==> config.mk <==
export PLATFORM = sky130hd
export DESIGN_NAME = dngl_master
export DESIGN_NICKNAME = d
export VERILOG_FILES = /design/src/rtl/dngl_pkg.sv /design/src/rtl/dngl_sync.sv /design/src/rtl/dngl_prescale.sv /design/src/rtl/dngl_master.sv
export SDC_FILE = /design/constraint.sdc
export NUM_CORES = 1
export LEC_CHECK = 0
export BUFFER_PORTS_ARGS = -buffer_cell sky130_fd_sc_hd__buf_4
export CORE_MARGIN = 10
export CORE_UTILIZATION = 53
export CTS_BUF_LIST = sky130_fd_sc_hd__clkbuf_16
export DETAILED_ROUTE_END_ITERATION = 6
export PLACE_DENSITY_LB_ADDON = 0.25
export SETUP_SLACK_MARGIN = 0.3
export SYNTH_ARGS = -nofsm -noshare
export SYNTH_HDL_FRONTEND = slang
export SYNTH_SLANG_ARGS = --single-unit
==> constraint.sdc <==
create_clock -name clk -period 3.2 [get_ports clk]
set_input_delay 0.64 -clock clk [delete_from_list [all_inputs] [get_ports clk]]
set_output_delay 0.64 -clock clk [all_outputs]
set_load 0.01 [all_outputs]
==> src/rtl/dngl_pkg.sv <==
package dngl_pkg;
    localparam int BYTE_W = 8;
    localparam int ADDR_W = BYTE_W - 1;

    typedef enum logic [1:0] {
        OP_RESET = 2'd0,
        OP_WRITE = 2'd1,
        OP_READ  = 2'd2,
        OP_NONE  = 2'd3
    } op_e;

    typedef enum logic [1:0] {
        ST_IDLE,
        ST_LOW,
        ST_HIGH
    } st_e;

    typedef enum logic [3:0] {
        SG_LEAD,
        SG_CMD,
        SG_WDAT,
        SG_WTAIL,
        SG_POLL,
        SG_RDAT,
        SG_DUMMY,
        SG_MARK,
        SG_ETAIL,
        SG_LRST
    } seg_e;
endpackage

==> src/rtl/dngl_sync.sv <==
module dngl_sync #(
    parameter int W      = 2,
    parameter int STAGES = 2,
    parameter logic [W-1:0] RST_VAL = '0
) (
    input  logic         clk,
    input  logic         rst_n,
    input  logic [W-1:0] d_in,
    output logic [W-1:0] d_out
);
    logic [W-1:0] stg_q [STAGES];

    for (genvar g = 0; g < STAGES; g++) begin : g_stage
        logic [W-1:0] src_d;
        if (g == 0) begin : g_first
            assign src_d = d_in;
        end else begin : g_next
            assign src_d = stg_q[g-1];
        end
        always_ff @(posedge clk or negedge rst_n) begin
            if (!rst_n) stg_q[g] <= RST_VAL;
            else        stg_q[g] <= src_d;
        end
    end

    assign d_out = stg_q[STAGES-1];
endmodule

==> src/rtl/dngl_prescale.sv <==
module dngl_prescale #(
    parameter int LEN_W = 8
) (
    input  logic             clk,
    input  logic             rst_n,
    input  logic             run,
    input  logic [LEN_W-1:0] len,
    output logic             tick
);
    logic [LEN_W-1:0] cnt_d, cnt_q, last;

    always_comb begin
        last  = (len == '0) ? '0 : len - LEN_W'(1);
        tick  = run && (cnt_q == last);
        cnt_d = (!run || tick) ? '0 : cnt_q + LEN_W'(1);
    end

    always_ff @(posedge clk or negedge rst_n) begin
        if (!rst_n) cnt_q <= '0;
        else        cnt_q <= cnt_d;
    end
endmodule

==> src/rtl/dngl_master.sv <==
module dngl_master
    import dngl_pkg::*;
#(
    parameter int LEN_W        = 8,
    parameter int SYNC_STAGES  = 2,
    parameter int POLL_MAX     = 10,
    parameter int RST_PULSES   = 30,
    parameter int WR_TAIL      = 2,
    parameter int DUMMY_PULSES = 2,
    parameter int END_TAIL     = 3
) (
    input  logic              clk,
    input  logic              rst_n,
    input  logic              req,
    input  logic [1:0]        op,
    input  logic [ADDR_W-1:0] dev_addr,
    input  logic [ADDR_W-1:0] reg_idx,
    input  logic [BYTE_W-1:0] wr_data,
    input  logic [LEN_W-1:0]  unit_len,
    output logic              busy,
    output logic              done,
    output logic [BYTE_W-1:0] rd_data,
    output logic              rd_valid_seen,
    output logic              line_clk,
    output logic              line_dout,
    input  logic              line_din,
    input  logic              line_vld_n
);
    localparam int CNT_A   = (RST_PULSES > POLL_MAX) ? RST_PULSES : POLL_MAX;
    localparam int CNT_MAX = (CNT_A > BYTE_W) ? CNT_A : BYTE_W;
    localparam int CNT_W   = $clog2(CNT_MAX);
    localparam int BIDX_W  = $clog2(BYTE_W);

    typedef struct packed {
        st_e               st;
        seg_e              seg;
        op_e               opc;
        logic [CNT_W-1:0]  bcnt;
        logic              ucnt;
        logic [BYTE_W-1:0] cmd;
        logic [BYTE_W-1:0] wdat;
        logic [LEN_W-1:0]  len;
        logic [BYTE_W-1:0] rxsh;
        logic              seen;
        logic              busy;
        logic              done;
        logic              clk_o;
        logic              dout_o;
        logic [BYTE_W-1:0] rdat;
        logic              rvld;
    } regs_t;

    regs_t d_d, d_q;
    logic  tick;
    logic  din_s, vld_n_s;

    dngl_sync #(.W(2), .STAGES(SYNC_STAGES), .RST_VAL(2'b10)) u_sync (
        .clk   (clk),
        .rst_n (rst_n),
        .d_in  ({line_vld_n, line_din}),
        .d_out ({vld_n_s, din_s})
    );

    dngl_prescale #(.LEN_W(LEN_W)) u_pre (
        .clk   (clk),
        .rst_n (rst_n),
        .run   (d_q.st != ST_IDLE),
        .len   (d_q.len),
        .tick  (tick)
    );

    always_comb begin
        seg_e             nseg;
        logic [CNT_W-1:0] ncnt;
        logic             fin;
        logic [BIDX_W-1:0] nbi;
        d_d      = d_q;
        d_d.done = 1'b0;
        nseg     = d_q.seg;
        ncnt     = d_q.bcnt + CNT_W'(1);
        fin      = 1'b0;
        nbi      = '0;
        case (d_q.st)
            ST_IDLE: begin
                if (req && (op != 2'(OP_NONE))) begin
                    d_d.st     = ST_LOW;
                    d_d.opc    = op_e'(op);
                    d_d.seg    = (op == 2'(OP_RESET)) ? SG_LRST : SG_LEAD;
                    d_d.bcnt   = '0;
                    d_d.ucnt   = 1'b0;
                    d_d.cmd    = {dev_addr | reg_idx, op == 2'(OP_WRITE)};
                    d_d.wdat   = wr_data;
                    d_d.len    = unit_len;
                    d_d.rxsh   = '0;
                    d_d.seen   = 1'b0;
                    d_d.busy   = 1'b1;
                    d_d.clk_o  = 1'b0;
                    d_d.dout_o = 1'b0;
                end
            end
            ST_LOW: begin
                if (tick) begin
                    if (d_q.ucnt) begin
                        d_d.st    = ST_HIGH;
                        d_d.clk_o = 1'b1;
                        d_d.ucnt  = 1'b0;
                    end else begin
                        d_d.ucnt = 1'b1;
                    end
                end
            end
            ST_HIGH: begin
                if (tick) begin
                    case (d_q.seg)
                        SG_LEAD: begin nseg = SG_CMD; ncnt = '0; end
                        SG_CMD: if (d_q.bcnt == CNT_W'(BYTE_W-1)) begin
                            nseg = (d_q.opc == OP_WRITE) ? SG_WDAT : SG_POLL;
                            ncnt = '0;
                        end
                        SG_WDAT: if (d_q.bcnt == CNT_W'(BYTE_W-1)) begin
                            nseg = SG_WTAIL; ncnt = '0;
                        end
                        SG_WTAIL: fin = (d_q.bcnt == CNT_W'(WR_TAIL-1));
                        SG_POLL: begin
                            if (!vld_n_s) begin
                                d_d.seen = 1'b1; nseg = SG_RDAT; ncnt = '0;
                            end else if (d_q.bcnt == CNT_W'(POLL_MAX-1)) begin
                                nseg = SG_DUMMY; ncnt = '0;
                            end
                        end
                        SG_RDAT: begin
                            d_d.rxsh[d_q.bcnt[BIDX_W-1:0]] = din_s;
                            if (d_q.bcnt == CNT_W'(BYTE_W-1)) begin
                                nseg = SG_MARK; ncnt = '0;
                            end
                        end
                        SG_DUMMY: if (d_q.bcnt == CNT_W'(DUMMY_PULSES-1)) begin
                            nseg = SG_MARK; ncnt = '0;
                        end
                        SG_MARK: begin nseg = SG_ETAIL; ncnt = '0; end
                        SG_ETAIL: fin = (d_q.bcnt == CNT_W'(END_TAIL-1));
                        default:  fin = (d_q.bcnt == CNT_W'(RST_PULSES-1));
                    endcase
                    d_d.clk_o = 1'b0;
                    if (fin) begin
                        d_d.st     = ST_IDLE;
                        d_d.busy   = 1'b0;
                        d_d.done   = 1'b1;
                        d_d.dout_o = 1'b0;
                        if (d_q.opc == OP_READ) begin
                            d_d.rdat = d_q.rxsh;
                            d_d.rvld = d_q.seen;
                        end
                    end else begin
                        d_d.st   = ST_LOW;
                        d_d.seg  = nseg;
                        d_d.bcnt = ncnt;
                        nbi      = ncnt[BIDX_W-1:0];
                        case (nseg)
                            SG_CMD:  d_d.dout_o = d_q.cmd[nbi];
                            SG_WDAT: d_d.dout_o = d_q.wdat[nbi];
                            SG_MARK: d_d.dout_o = 1'b1;
                            default: d_d.dout_o = 1'b0;
                        endcase
                    end
                end
            end
            default: d_d.st = ST_IDLE;
        endcase
    end

    always_ff @(posedge clk or negedge rst_n) begin
        if (!rst_n) begin
            d_q      <= '0;
            d_q.st   <= ST_IDLE;
            d_q.seg  <= SG_LEAD;
            d_q.opc  <= OP_NONE;
        end else begin
            d_q <= d_d;
        end
    end

    assign busy          = d_q.busy;
    assign done          = d_q.done;
    assign rd_data       = d_q.rdat;
    assign rd_valid_seen = d_q.rvld;
    assign line_clk      = d_q.clk_o;
    assign line_dout     = d_q.dout_o;
endmodule

==> results.json, run 1 <==
{
  "p_int_mw": 1.705,
  "via_per_inst": 5.960,
  "fin_area_um2": 5306,
  "ys_async_sr_fraction": 1.000,
  "nets": 559,
  "hold_path.class": "reg2reg",
  "core-area_um2": 7767,
  "finalWorstSetupSlack_ns": 0.3004,
  "slew_headroom": 0.3940,
  "r2r_cells": 12,
  "rr_endpoint": "rd_data[0]$_DFFE_PN0P_",
  "setup_viol": 0,
  "dp_cells": 593,
  "pwr-share-clk": 0.541,
  "rows": 32,
  "layout_common_cells": "nand2_1 (82), buf_4 (75), dfrtp_1 (67)",
  "hold_viol_final": 0,
  "clk_latency_ns": 0.34,
  "ant_nets": 0,
  "synth_area_um2": 4264,
  "wl_um": 10770,
  "h-tree-depth": 3,
  "cp_max_fo": 5,
  "initial_core_util": 0.5490,
  "cp_data_arrival_time_ns": 3.12,
  "final_common_cell": "nand2_1",
  "layout_min_cycle_time_ns": 2.900,
  "synth-seq-area-share": 0.4237,
  "cts_tree": "built",
  "grt_pass1_vias": 3605,
  "switching_power_uw": 412.2,
  "power_leakage_nw": 2.441,
  "synth_cells": 463,
  "cts_sinks": 72,
  "wl_per_cell_um": 17.26,
  "gp_congestion": 0.9403,
  "max_freq_mhz": 344.9,
  "comb_power_share": 0.027,
  "rsz0062_at_grt": "yes",
  "die_area_um2": 12030,
  "vdd_drop_max_uv": 264.4,
  "die_height_um": 109.7,
  "syn_area_per_cell_um2": 9.210,
  "yosys.cell_types.count": 77,
  "fin_cells": 624,
  "dp_hpwl_um": 7286,
  "worst_clock_skew_ns": 0.005152,
  "vias": 3719,
  "seqPwrFrac": 0.432,
  "ios": 50,
  "cp.required_ns": 3.42,
  "min_to": "u_sync.d_out[0]$_DFF_PN0_",
  "drt_iter0_markers": 255,
  "synth_flop_cell": "dfrtp_1",
  "synth_edf_count": 0,
  "numCtsBuffers": 9,
  "portBuffers": 49,
  "track_usage": 0.1862,
  "die_w_um": 109.7,
  "p_per_area_nw_per_um2": 399.1,
  "endpoint_kind": "register",
  "cts_buffer_depth": 2,
  "holdPathStages": 0,
  "status": "completed",
  "critPathLaunchType": "register",
  "netlist.area_leader.share": 0.3991,
  "grt_pass1_wl_um": 17930,
  "report.final.slew_viol_count": 0,
  "synth_area_leaders": "dfrtp_1 (40%), nand2_1 (7.2%), mux2_4 (3.2%), dfstp_2 (2.5%), o21ai_0 (2.5%)",
  "dp_slack_ns": 0.03395,
  "path_clk_slew_ns": 0.06,
  "drtPass1Iterations": 6,
  "timing_worst_setup_path_type": "reg2reg",
  "synth_nets": 505,
  "antenna_cells": 0,
  "yosys_warnings": 0,
  "yosysTopAreaCell": "dfrtp_1",
  "hp-start": "u_sync.g_stage[1].src_d[0]$_DFF_PN0_",
  "finalCritPeriodShare": 0.9061,
  "power_mw": 2.118,
  "setup_tns_ns": 0,
  "cap_violations": 0,
  "ff2ff_setup_slack_ns": 0.30,
  "grt_max_degree": 73,
  "reg2reg_from": "d_q[22]$_DFFE_PN0P_",
  "antenna_found_initial": 0,
  "p_sw_frac": 0.1946,
  "postCtsHoldBufs": 0,
  "dpl_cell_area_um2": 4705,
  "grt_overflow_total": 0,
  "drive_above_1_share": 0.2701,
  "area_delta_synth_final_pct": 24.44,
  "worst_slew_pin_slew_ns": 0.9090,
  "drc_errors": 0,
  "synth-seq-cells": 72,
  "cts_root_buf": "clkbuf_16"
}
-- worst max path at each step --
| stage | start | end | slack [ns] | cells past startpoint |
|---|---|---|---|---|
| floorplan | d_q[22]$_DFFE_PN0P_ | rd_data[0]$_DFFE_PN0P_ | 0.25 | 9 |
| global placement | d_q[22]$_DFFE_PN0P_ | rd_valid_seen$_DFFE_PN0P_ | 0.15 | 10 |
| detailed placement | d_q[22]$_DFFE_PN0P_ | rd_data[3]$_DFFE_PN0P_ | 0.03 | 10 |
| CTS | d_q[22]$_DFFE_PN0P_ | rd_data[7]$_DFFE_PN0P_ | 0.28 | 11 |
| global route | d_q[22]$_DFFE_PN0P_ | d_q[18]$_DFFE_PN0P_ | 0.19 | 12 |
| finish | d_q[22]$_DFFE_PN0P_ | rd_data[0]$_DFFE_PN0P_ | 0.30 | 12 |
-- final cells by class --
cell class / count / area, um^2
sequential: 72 / 1808
clock inverter: 7 / 118.9
multi-input combinational: 339 / 2357
clock buffer: 9 / 225.2
timing repair buffer: 78 / 605.6
tap: 102 / 127.6
inverter: 17 / 63.81
fill: 611 / 2461
-- logic make-up (layout without fill, tap and decap cells) --
group / count (synthesis) / count (layout) / synth area share
AOI/OAI and AO/OA: 99 / 99 / 0.1678
xor gates and xnor gates: 12 / 12 / 0.02465
adders and majority gates: 5 / 5 / 0.01467
buffers and inverters: 52 / 111 / 0.05546
DFF: 72 / 72 / 0.4237
muxes: 20 / 20 / 0.05810
and+or+nand+nor: 203 / 203 / 0.2556
-- flip-flops by register name (all words and copies together) (netlist names) --
name,cells
d_q,47
rd_data,8
u_pre.cnt_q,8
u_sync.d_out,2
u_sync.g_stage.src_d,2
busy,1
done,1
line_clk,1
line_dout,1
rd_valid_seen,1
-- worst max-delay path: stages (launching register included) --
cell and delay [ns]:
dfrtp_1 0.39, inv_2 0.12, buf_12 0.11, ha_4 0.12
buf_4 0.12, nand2b_1 0.13, a21oi_1 0.28, a311oi_4 0.16
nor3_4 0.22, nand4_2 0.13, or4b_4 0.54, buf_6 0.17
mux2_4 0.30
-- power by group through the flow --
stage / Combinational, mW / Clock, mW / Sequential (mW)
6_report: 0.0565 / 1.15 / 0.915
5_1_grt: 0.0639 / 1.21 / 0.915
3_3_place_gp: 0.0570 / 0 / 0.931
3_5_place_dp: 0.0580 / 0 / 0.931
4_1_cts: 0.0582 / 1.16 / 0.915
2_1_floorplan: 0.00460 / 0 / 0.931
-- repair_timing --
| item | in CTS | in global routing |
|---|---|---|
| setup buffers | 13 | 1 |
| resized for setup | 16 | 9 |
| endpoints found under the setup margin | 20 | 25 |
| pin swaps | 9 | 4 |
| cloned | 1 | 0 |
-- per-stage QoR --
stage               utilization  hold slack [ns]
floorplan                     -           0.3312
global placement         0.6057           0.3329
detailed placement       0.6057           0.3394
CTS                      0.6769           0.3528
global route             0.6832           0.3599
finish                   0.6832           0.3520
-- per-layer routing --
layer / vias to the layer above / part of all wire / track usage
met4: 0 / 0.018 / 0.06877
met1: 1786 / 0.45 / 0.2511
met3: 19 / 0.065 / 0.04506
met5: - / 0 / 0
met2: 147 / 0.47 / 0.2845
li1: 1767 / - / -
-- cells in the mapped netlist (8+ instances only) --
library cell	number
nand2b_1	10
nor4_1	8
buf_4	8
mux2_4	9
nand3_1	20
mux2i_1	9
a21oi_1	8
and3_1	8
nor2_1	21
o21ai_0	21
clkbuf_1	19
nor2b_1	10
a31oi_1	9
nand2_1	82
dfrtp_1	68
inv_1	17
No activity file was read; power rests on OpenSTA's default activity.
==> run 2, diff against run 1 <==
- REMOVE_ABC_BUFFERS: not set -> 1
==> results.json, run 2 (synthesis gave the netlist of run 1 again) <==
{
  "cts_root_buf": "clkbuf_16",
  "grt_pass1_wl_um": 18160,
  "fin_cells": 622,
  "cts_buffer_depth": 2,
  "die_w_um": 109.7,
  "reg2reg_from": "d_q[22]$_DFFE_PN0P_",
  "multi_input_area_um2": 2323,
  "track_usage": 0.1878,
  "layout_min_cycle_time_ns": 2.993,
  "clk_latency_ns": 0.33,
  "drive_above_1_share": 0.2519,
  "slew_headroom": 0.3957,
  "path_clk_slew_ns": 0.06,
  "vias": 3751,
  "r2r_cells": 10,
  "largest_register": "d_q",
  "wl_per_cell_um": 17.44,
  "nets": 557,
  "holdPathStages": 0,
  "p_per_area_nw_per_um2": 376.8,
  "grt_pass1_vias": 3697,
  "endpoint_kind": "register",
  "rr_endpoint": "d_q[46]$_DFFE_PN0P_",
  "finalCritPeriodShare": 0.9352,
  "die_height_um": 109.7,
  "die_area_um2": 12030,
  "cp.required_ns": 3.42,
  "antenna_cells": 0,
  "hold_path.class": "reg2reg",
  "final_common_cell": "nand2_1",
  "layout_common_cells": "nand2_1 (82), buf_4 (74), dfrtp_1 (67)",
  "slowest_delay_ns": 0.41,
  "largest_reg_flops": 47,
  "area_delta_synth_final_pct": 21.71,
  "timing_worst_setup_path_type": "reg2reg",
  "setup_viol": 0,
  "postCtsHoldBufs": 0,
  "fillers": 641,
  "antenna_found_initial": 0,
  "ff2ff_setup_slack_ns": 0.21,
  "drc_errors": 0,
  "min_to": "u_sync.d_out[0]$_DFF_PN0_",
  "critPathLaunchType": "register",
  "drt_iter0_markers": 276,
  "path_cells": "inv_2 -> ha_4 -> or3b_4 -> buf_4 -> a211o_1 -> a211oi_2 -> a211oi_1 -> and3_2 -> mux2_1 -> a22o_1",
  "numCtsBuffers": 9,
  "report.final.slew_viol_count": 0,
  "portBuffers": 49,
  "dp_hpwl_um": 7139,
  "grt_max_degree": 73,
  "max_freq_mhz": 334.2,
  "cts_tree": "built",
  "drtPass1Iterations": 5,
  "h-tree-depth": 3,
  "grt_overflow_total": 0,
  "cp_data_arrival_time_ns": 3.21,
  "wl_um": 10850,
  "worst_slew_pin_slew_ns": 0.9065,
  "ant_nets": 0,
  "hold_viol_final": 0,
  "core-area_um2": 7767,
  "gp_congestion": 0.8483,
  "dp_cells": 594,
  "cap_violations": 0,
  "setup_tns_ns": 0,
  "ios": 50,
  "holdWs_ns": 0.3460,
  "initial_core_util": 0.5490,
  "via_per_inst": 6.031,
  "rsz0062_at_grt": "yes",
  "rows": 32,
  "hp-start": "u_sync.g_stage[1].src_d[0]$_DFF_PN0_",
  "power_mw": 1.956,
  "vdd_drop_max_uv": 256.8,
  "cp_max_fo": 11,
  "slowest_stage": "or3b_4",
  "regArea_um2": 1808,
  "worst_clock_skew_ns": 0.005425,
  "cts_sinks": 72,
  "status": "completed",
  "power_leakage_nw": 2.408
}
==> run 2: worst max-delay path: cells and delay by family (launching register included) <==
| family | cells | cell delay, ns |
|---|---|---|
| adders and majority gates | 1 | 0.16 |
| muxes | 1 | 0.34 |
| and+or+nand+nor | 2 | 0.72 |
| buffers and inverters | 2 | 0.28 |
| DFF | 1 | 0.39 |
| AOI/OAI and AO/OA | 4 | 0.98 |
==> run 2: stage by stage <==
stage               cell area [um^2]  worst slack (ns)  utilization
detailed placement              4700           0.04256       0.6050
global placement                4700            0.1146       0.6050
finish                          5190            0.2075       0.6682
CTS                             5170            0.3025       0.6656
floorplan                       4091           -0.1455            -
global route                    5190            0.1308       0.6682
==> run 2: area by class of cell <==
cell class,instances,area share
timing repair buffer,76,0.1114
sequential,72,0.3484
tap,102,0.02459
inverter,17,0.01230
clock inverter,7,0.01230
multi-input combinational,339,0.4477
clock buffer,9,0.04339
==> run 2: where the power goes <==
| part | switching (mW) | internal (mW) |
|---|---|---|
| Combinational | 0.0269 | 0.0293 |
| Clock | 0.388 | 0.596 |
| Sequential | 0.000692 | 0.914 |
| Total | 0.416 | 1.54 |
==> run 2: metal layers <==
layer  GRT usage  routed length [um]  vias up
met4     0.06320                 162        0
li1            -                   -     1769
met3     0.03862                 805       20
met2      0.2990                5190      165
met1      0.2497                4687     1797
met5           0                   0        -
==> run 2: what timing repair did <==
| action | in CTS | in global routing |
|---|---|---|
| buffers inserted | 10 | 1 |
| endpoints found under the setup margin | 22 | 22 |
| pin swaps | 8 | 1 |
| gates resized for setup | 19 | 4 |
| cloned | 1 | 0 |
==> run 2: worst max path at each step <==
stage                              from  depth (start not counted)  slack, ns                     end
finish              d_q[22]$_DFFE_PN0P_                         10       0.21     d_q[46]$_DFFE_PN0P_
global route        d_q[22]$_DFFE_PN0P_                         10       0.13  rd_data[3]$_DFFE_PN0P_
CTS                 d_q[22]$_DFFE_PN0P_                         11       0.30  rd_data[3]$_DFFE_PN0P_
detailed placement  d_q[22]$_DFFE_PN0P_                         10       0.04  rd_data[3]$_DFFE_PN0P_
global placement    d_q[22]$_DFFE_PN0P_                         10       0.11  rd_data[3]$_DFFE_PN0P_
floorplan           d_q[22]$_DFFE_PN0P_                          9      -0.15  rd_data[0]$_DFFE_PN0P_
==> run 3, diff against run 2 <==
- SETUP_SLACK_MARGIN: 0.3 -> not set
==> results.json, run 3 (synthesis gave the netlist of run 1 again) <==
{
  "area_delta_synth_final_pct": 17.90,
  "regArea_um2": 1807,
  "p_int_mw": 1.540,
  "finalCritPeriodShare": 0.9641,
  "gp_congestion": 0.8483,
  "ant_nets": 0,
  "final_common_cell": "nand2_1",
  "status": "completed",
  "track_usage": 0.1783,
  "clk_latency_ns": 0.33,
  "dp_hpwl_um": 7139,
  "vdd_drop_max_uv": 254.8,
  "comb_power_share": 0.029,
  "worst_clock_skew_ns": 0.005818,
  "setup_viol": 0,
  "layout_min_cycle_time_ns": 3.085,
  "grt_overflow_total": 0,
  "fin_area_um2": 5027,
  "power_leakage_nw": 2.355,
  "antenna_cells": 0,
  "antenna_found_initial": 0,
  "slew_headroom": 0.3993,
  "die_w_um": 109.7,
  "layout_common_cells": "nand2_1 (82), dfrtp_1 (68), buf_4 (66)",
  "grt_max_degree": 73,
  "vias": 3602,
  "fillers": 663,
  "cp.required_ns": 3.41,
  "hold_viol_final": 0,
  "via_per_inst": 5.886,
  "max_freq_mhz": 324.1,
  "largest_register": "d_q",
  "wl_per_cell_um": 16.94,
  "pwr-share-clk": 0.504,
  "endpoint_kind": "register",
  "p_sw_frac": 0.2128,
  "numCtsBuffers": 9,
  "drtPass1Iterations": 5,
  "dpl_cell_area_um2": 4700,
  "portBuffers": 49,
  "wl_um": 10370,
  "seqPwrFrac": 0.468,
  "multi_input_area_um2": 2245,
  "drt_iter0_markers": 290,
  "path_clk_slew_ns": 0.06,
  "initial_core_util": 0.5490,
  "critPathLaunchType": "register",
  "cap_violations": 0,
  "cts_root_buf": "clkbuf_16",
  "grt_pass1_vias": 3598,
  "hold_path.class": "reg2reg",
  "cp_max_fo": 9,
  "core-area_um2": 7767,
  "nets": 547,
  "die_area_um2": 12030,
  "die_height_um": 109.7,
  "ios": 50,
  "switching_power_uw": 416.3,
  "cts_tree": "built",
  "worst_slew_pin_slew_ns": 0.9010,
  "rows": 32,
  "h-tree-depth": 3,
  "drive_above_1_share": 0.2157,
  "report.final.slew_viol_count": 0,
  "cts_sinks": 72,
  "cp_data_arrival_time_ns": 3.30,
  "timing_worst_setup_path_type": "reg2reg",
  "cts_buffer_depth": 2,
  "largest_reg_flops": 47,
  "grt_pass1_wl_um": 17270,
  "power_mw": 1.956,
  "drc_errors": 0,
  "p_per_area_nw_per_um2": 389.1
}
-- run 3: changes by cell type in the layout (fill, tap and decap cells not counted), sizes merged --
cell | before | now
buf | 76 | 66
-- run 3: through the flow --
step / util / setup slack, ns / cells / hold WS (ns) / TNS [ns]
floorplan: - / -0.1455 / 428 / 0.3312 / -1.310
global placement: 0.6050 / 0.1146 / 594 / 0.3321 / 0
detailed placement: 0.6050 / 0.04256 / 594 / 0.3362 / 0
CTS: 0.6422 / 0.007757 / 610 / 0.3490 / 0
global route: 0.6472 / -0.02436 / 612 / 0.3607 / -0.1188
finish: 0.6472 / 0.1149 / 612 / 0.3460 / 0
-- run 3: path summary, 6_finish.rpt --
check / start / endpoint / slack, ns / cells after the start
worst max-delay path: d_q[22]$_DFFE_PN0P_ / rd_data[3]$_DFFE_PN0P_ / 0.11 / 9
min in group asynchronous: rst_n / d_q[25]$_DFFE_PN0P_ / 0.44 / 1
worst min register to register: u_sync.g_stage[1].src_d[0]$_DFF_PN0_ / u_sync.d_out[0]$_DFF_PN0_ / 0.35 / 0
max in group asynchronous: rst_n / d_q[47]$_DFFE_PN0P_ / 2.18 / 1
worst max register to register: d_q[22]$_DFFE_PN0P_ / rd_data[3]$_DFFE_PN0P_ / 0.11 / 9
worst min-delay path: u_sync.g_stage[1].src_d[0]$_DFF_PN0_ / u_sync.d_out[0]$_DFF_PN0_ / 0.35 / 0
-- run 3: power by group through the flow --
stage | Clock (mW) | Sequential (mW) | Combinational (mW)
after floorplan | 0 | 0.931 | 0.00460
after detailed placement | 0 | 0.931 | 0.0577
after global routing | 1.05 | 0.915 | 0.0642
after global placement | 0 | 0.931 | 0.0566
final | 0.985 | 0.915 | 0.0561
after CTS | 0.998 | 0.915 | 0.0579
-- run 3: layout make-up --
type | count | share of cell area
Multi-Input combinational cell | 339 | 0.4465
Clock buffer | 9 | 0.04480
Inverter | 17 | 0.01269
Sequential cell | 72 | 0.3594
Tap cell | 102 | 0.02539
Timing Repair Buffer | 66 | 0.09856
Clock inverter | 7 | 0.01269
-- run 3: routing by layer --
layer  vias to the layer above  track usage  share of wire
li1                       1746            -              -
met1                      1731       0.2393           0.45
met2                       111       0.2743           0.48
met3                        14      0.04623          0.064
met4                         0      0.05948          0.014
met5                         -            0              0
-- run 3: worst max-delay path: stages, from the launching register on --
cell     delay (ns)
dfrtp_1        0.37
inv_2          0.07
ha_1           0.34
or3b_2         0.47
a211o_1        0.34
a21oi_2        0.24
nand4_2        0.15
or4b_1         0.48
buf_4          0.21
mux2_4         0.31
-- run 3: timing repair --
| item | 4_1_cts | 5_1_grt |
|---|---|---|
| endpoints found under the hold margin | 0 | 0 |
| buffers inserted | 0 | 2 |
| endpoints found under the setup margin | 0 | 19 |
| hold buffers | 0 | 0 |
| resized for setup | 0 | 5 |
